===== config.mk =====
export PLATFORM = sky130hd
export DESIGN_NAME = dac_pair_front
export DESIGN_NICKNAME = d
export VERILOG_FILES = /design/src/rtl/dac_pair_pkg.sv /design/src/rtl/dac_pwr_decode.sv /design/src/rtl/dac_wake_timer.sv /design/src/rtl/dac_dual_capture.sv /design/src/rtl/dac_pair_front.sv
export SDC_FILE = /design/constraint.sdc
export NUM_CORES = 1
export LEC_CHECK = 0
export ABC_CLOCK_PERIOD_IN_PS = 3100
export BUFFER_PORTS_ARGS = -buffer_cell sky130_fd_sc_hd__buf_2
export CORE_UTILIZATION = 55
export CTS_CLUSTER_SIZE = 10
export DETAILED_ROUTE_END_ITERATION = 8
export MAX_ROUTING_LAYER = met4
export PLACE_DENSITY = 0.83
export SYNTH_ARGS = -nofsm -noshare
export SYNTH_HDL_FRONTEND = slang
export SYNTH_SLANG_ARGS = --single-unit

===== constraint.sdc =====
create_clock -name clk -period 3.1 [get_ports clk]
set_input_delay 0.93 -clock clk [delete_from_list [all_inputs] [get_ports clk]]
set_output_delay 0.93 -clock clk [all_outputs]
set_load 0.05 [all_outputs]

===== src/rtl/dac_pair_pkg.sv =====
package dac_pair_pkg;
  typedef enum logic [1:0] {
    PM_OFF  = 2'd0,
    PM_IDLE = 2'd1,
    PM_RUN  = 2'd2
  } pwr_mode_t;

  function automatic pwr_mode_t decode_mode(input logic pd, input logic en);
    if (pd)      return PM_OFF;
    else if (en) return PM_RUN;
    else         return PM_IDLE;
  endfunction
endpackage


===== src/rtl/dac_pwr_decode.sv =====
module dac_pwr_decode
  import dac_pair_pkg::*;
(
  input  logic      clk,
  input  logic      rst,
  input  logic      pd,
  input  logic      dac_en,
  input  logic      ref_sel_n,
  output pwr_mode_t mode_q,
  output pwr_mode_t mode_nxt,
  output logic      array_en,
  output logic      ref_en,
  output logic      amp_en,
  output logic      int_ref_en
);
  logic bias_on;

  always_comb begin
    mode_nxt = decode_mode(pd, dac_en);
    bias_on  = (mode_nxt != PM_OFF);
  end

  always_ff @(posedge clk) begin
    if (rst) begin
      mode_q     <= PM_OFF;
      array_en   <= 1'b0;
      ref_en     <= 1'b0;
      amp_en     <= 1'b0;
      int_ref_en <= 1'b0;
    end else begin
      mode_q     <= mode_nxt;
      array_en   <= (mode_nxt == PM_RUN);
      ref_en     <= bias_on;
      amp_en     <= bias_on;
      int_ref_en <= bias_on & ~ref_sel_n;
    end
  end
endmodule


===== src/rtl/dac_wake_timer.sv =====
module dac_wake_timer #(
  parameter int WAKE_CYC = 2000
) (
  input  logic clk,
  input  logic rst,
  input  logic run,
  output logic valid
);
  localparam int CW = $clog2(WAKE_CYC + 1);
  localparam logic [CW-1:0] LAST = CW'(WAKE_CYC - 1);
  localparam logic [CW-1:0] FULL = CW'(WAKE_CYC);

  logic [CW-1:0] cnt;

  always_ff @(posedge clk) begin
    if (rst || !run) begin
      cnt   <= '0;
      valid <= 1'b0;
    end else if (cnt != FULL) begin
      cnt   <= cnt + 1'b1;
      valid <= valid | (cnt == LAST);
    end
  end
endmodule


===== src/rtl/dac_dual_capture.sv =====
module dac_dual_capture #(
  parameter int DATA_W = 8
) (
  input  logic              clk,
  input  logic              rst,
  input  logic              cs_n,
  input  logic [DATA_W-1:0] bus_d,
  output logic [DATA_W-1:0] ch1_q,
  output logic [DATA_W-1:0] ch2_q
);
  logic [DATA_W-1:0] pre2;

  // Channel-2 code is taken while the clock is high, on its falling edge.
  always_ff @(negedge clk) begin
    if (rst)        pre2 <= '0;
    else if (!cs_n) pre2 <= bus_d;
  end

  // Both channel registers commit together on the rising edge.
  always_ff @(posedge clk) begin
    if (rst) begin
      ch1_q <= '0;
      ch2_q <= '0;
    end else if (!cs_n) begin
      ch1_q <= bus_d;
      ch2_q <= pre2;
    end
  end
endmodule


===== src/rtl/dac_pair_front.sv =====
module dac_pair_front
  import dac_pair_pkg::*;
#(
  parameter int DATA_W  = 8,
  parameter int CLK_MHZ = 40,
  parameter int WAKE_US = 50
) (
  input  logic              clk,
  input  logic              rst,
  input  logic [DATA_W-1:0] bus_d,
  input  logic              cs_n,
  input  logic              pd,
  input  logic              dac_en,
  input  logic              ref_sel_n,
  output logic [DATA_W-1:0] ch1_code,
  output logic [DATA_W-1:0] ch2_code,
  output logic              array_en,
  output logic              ref_en,
  output logic              amp_en,
  output logic              int_ref_en,
  output logic [1:0]        pwr_mode,
  output logic              out_valid
);
  localparam int WAKE_CYC = CLK_MHZ * WAKE_US;

  pwr_mode_t mode_q, mode_nxt;

  dac_dual_capture #(.DATA_W(DATA_W)) u_cap (
    .clk   (clk),
    .rst   (rst),
    .cs_n  (cs_n),
    .bus_d (bus_d),
    .ch1_q (ch1_code),
    .ch2_q (ch2_code)
  );

  dac_pwr_decode u_pwr (
    .clk        (clk),
    .rst        (rst),
    .pd         (pd),
    .dac_en     (dac_en),
    .ref_sel_n  (ref_sel_n),
    .mode_q     (mode_q),
    .mode_nxt   (mode_nxt),
    .array_en   (array_en),
    .ref_en     (ref_en),
    .amp_en     (amp_en),
    .int_ref_en (int_ref_en)
  );

  dac_wake_timer #(.WAKE_CYC(WAKE_CYC)) u_wake (
    .clk   (clk),
    .rst   (rst),
    .run   (mode_nxt == PM_RUN),
    .valid (out_valid)
  );

  assign pwr_mode = mode_q;
endmodule


==> out/summary.md <==
- **number of gates given a new drive strength after cts** 0
- **Synth Register Bits** 40
- **crit path launch** cs_n
- **DRC violation count after routing** 0
- **worst setup path class** in -> reg
- **die width** 54.16 um
- **final setup skew** 0.06592 ns
- **sequential fraction of the synthesis area** 53.51%
- **internal power component** 692.5 uW
- **DPL Wire Length** 2050 um
- **Die Outline Area** 2933 um^2
- **cell leakage power** 0.8012 nW
- **nets@finish** 225
- **pin count of the biggest net entering global routing** 30
- **final setup violating endpoints** 0
- **detailed-route wire length** 2792 um
- **cell breakdown of the critical path** buf_2, buf_12, nand2b_1, a21oi_1
- **setup slack at placement** -0.03559 ns
- **fill count** 200
- **worst r2r src** u_cap.pre2[1]
- **ys async rst share** 0%
- **final hold violation count** 0
- **Post-CTS Repair Setup Buffers** 0
- **utilization after layout** 72.37%
- **number of max-cap violations** 0
- **result of the run** complete, no violations
- **clock group share of total power** 32.2%
- **footprint of the flip-flops and latches** 800.8 um^2
- **vias post-DR** 1259
- **max incr delay on CP** 0.16 ns
- **final weighted congestion in routability-driven placement** 0.8525
- **aggregate global-route resource usage** 22.38%
- **number of vias per cell** 5.246
- **count of different cell masters after synthesis** 32
- **predominant post-synthesis flop cell** dfxtp_1
- **Root Driver** clkbuf_4
- **post-synthesis to final-layout area growth** 21.99%
- **switching power** 269.3 uW
- **hold buffer count at cts** 0
- **number of buffers inserted during clock tree synthesis** 5
- **routed wirelength normalized by instance count** 11.63 um
- **cell area after synthesis** 1496 um^2
- **fraction of layout instances using a drive strength above 1** 25.24%
- **count of input and output buffers** 36
- **Synth Instances** 160
- **Placement Rows** 18
- **power share of the combinational group** 11.5%
- **DRT iter0 DRCs** 24
- **number of flops mapped to enable cells by yosys** 0
- **antenna violation net count after detailed routing** 0
- **required time worst endpoint** 1.87 ns
- **crit path capture type** flop
- **global-route wire length before repair** 4388 um
- **sequential cell fraction of total power** 56.3%
- **CTS tree** built
- **Critical Path Source Type** input port
- **overall power consumption** 961.8 uW
- **CP max-delay cell** nand2b_1
- **Core Area** 2522 um^2
- **ports placed on the boundary** 37
- **final worst-path setup slack** 0.3590 ns
- **count of inserted antenna diode cells** 0
- **Longest Clk Path Bufs** 2
- **Tightest Hold Check Type** reg -> reg
- **initial antenna violation count** 0
- **HP Start** u_cap.pre2[5]
- **RSZ-0062 raised after global routing** false
- **initial core utilization** 59.33%
- **area of the multi-input gates** 634.4 um^2
- **vertical extent of the die** 54.16 um
- **Hold WS** 0.4617 ns
- **number of H-tree branching levels** 2
- **Max Fanout on Critical Path** 29
- **number of global-route vias before repair** 1077
- **peak supply drop** 0.0004530 V
- **number of nets in the synthesized netlist** 176
- **clock sink count** 40
- **Max transition margin** 65.69%
- **remaining global-route overflow** 0
- **count of synthesis-stage warnings from yosys** 0
- **clock input transition at the sequential cells of the worst setup and hold paths** 0.05 ns
- **switch share** 28.00%
- **Post-Synthesis Mean Instance Area** 9.353 um^2
- **detailed-router iteration count before antenna repair** 4
- **slew at the pin closest to its max-slew limit** 0.5108 ns
- **source-to-sink clock delay at the later pin of the worst-skew pair** 0.40 ns
- **arrival time reported for the critical path endpoint** 1.51 ns
- **pwr/cell area** 526.9 nW/um^2
- **final max-slew violation count** 0
## flip-flops by register name, indices dropped and copies added (netlist names)
signal,flops
u_cap.ch2_q,8
u_cap.ch1_q,8
u_pwr.array_en,1
u_pwr.ref_en,1
u_pwr.mode_q,1
u_wake.valid,1
u_wake.cnt,11
u_cap.pre2,8
u_pwr.int_ref_en,1
## cells in the final DEF (no fill, tap or decap), drive strengths merged
master and count:
nor2 11, inv 12, nand2b 10, clkbuf 8, o311ai 1, nand2 24, xor2 2, o41ai 1
o22ai 1, or3 2, nand4bb 1, dfxtp 40, clkinv 1, mux2i 10, or4 3, a21oi 21
nor4 1, o31ai 3, o21a 1, nand4 2, ha 2, o21ai 2, nand3 4, buf 43
nor3 3, nand3b 1
## cell type report
type	instances	share of cell area, %
Clock buffer	8	3.221
Clock inverter	8	1.645
Inverter	5	1.028
Multi-Input combinational cell	106	34.75
Sequential cell	40	43.87
Tap cell	30	2.056
Timing Repair Buffer	43	13.43
## cells by family (layout without fill, tap and decap cells)
group	count (synthesis)	after routing	share of synthesized area (%)
buffers and inverters	14	64	4.096
adder cells (fa/ha/maj)	2	2	1.672
AO/OA/AOI/OAI	30	30	11.29
AND/OR/NAND/NOR	62	62	21.57
multiplexers	10	10	6.689
flip-flops	40	40	53.51
XOR/XNOR	2	2	1.171
## layer usage
metal  vias to the layer above  track usage, %  part of all wire (%)  wire length (um)
li1                        639               -                     -                 -
met1                       578           25.48                    46              1291
met2                        35           34.15                    47              1312
met3                         7           5.932                   5.1               143
met4                         0           14.96                   1.6                44
met5                         -               -                     0                 0
## worst max-delay path: cells and delay by family
family                 cells  cell delay (ns)
buffers and inverters      2             0.26
AOI/OAI and AO/OA          1             0.14
and+or+nand+nor            1             0.16
## path summary, 6_finish.rpt
check / to / slack [ns] / cells past startpoint
max: u_cap.pre2[2] / 0.36 / 4
max reg2reg: u_cap.ch2_q[1] / 0.90 / 2
min reg2reg: u_cap.pre2[5] / 0.46 / 2
min: u_cap.pre2[5] / 0.46 / 2
## power by group through the flow
stage,registers [mW],logic [mW],clock network [mW]
final,0.541,0.111,0.310
after global routing,0.543,0.119,0.347
after CTS,0.541,0.111,0.321
after global placement,0.551,0.109,0.0179
after detailed placement,0.552,0.111,0.0179
after floorplan,0.590,0.0393,0.0179
## stage by stage
stage          std cells  TNS [ns]  instance area, um^2
2_1_floorplan        160         0                 1496
3_3_place_gp         225         0                 1740
3_5_place_dp         225   -0.1046                 1740
4_1_cts              240         0                 1826
5_1_grt              240         0                 1826
6_report             240         0                 1826
## synthesized netlist by cell type (2+ instances only)
cell type,count,area share [%]
xor2_1,2,1.2
nand2_1,23,5.8
dfxtp_1,40,54
nand2b_1,10,4.2
buf_4,2,1.0
o21ai_0,2,0.67
nor2_1,10,2.5
a21oi_1,21,7.0
inv_1,5,1.3
buf_1,4,1.0
o31ai_1,3,1.5
ha_1,2,1.7
nor3_1,3,1.0
mux2i_1,10,6.7
nand3_1,4,1.3
or4_1,3,1.5
Power figures use the tool's default switching activity.
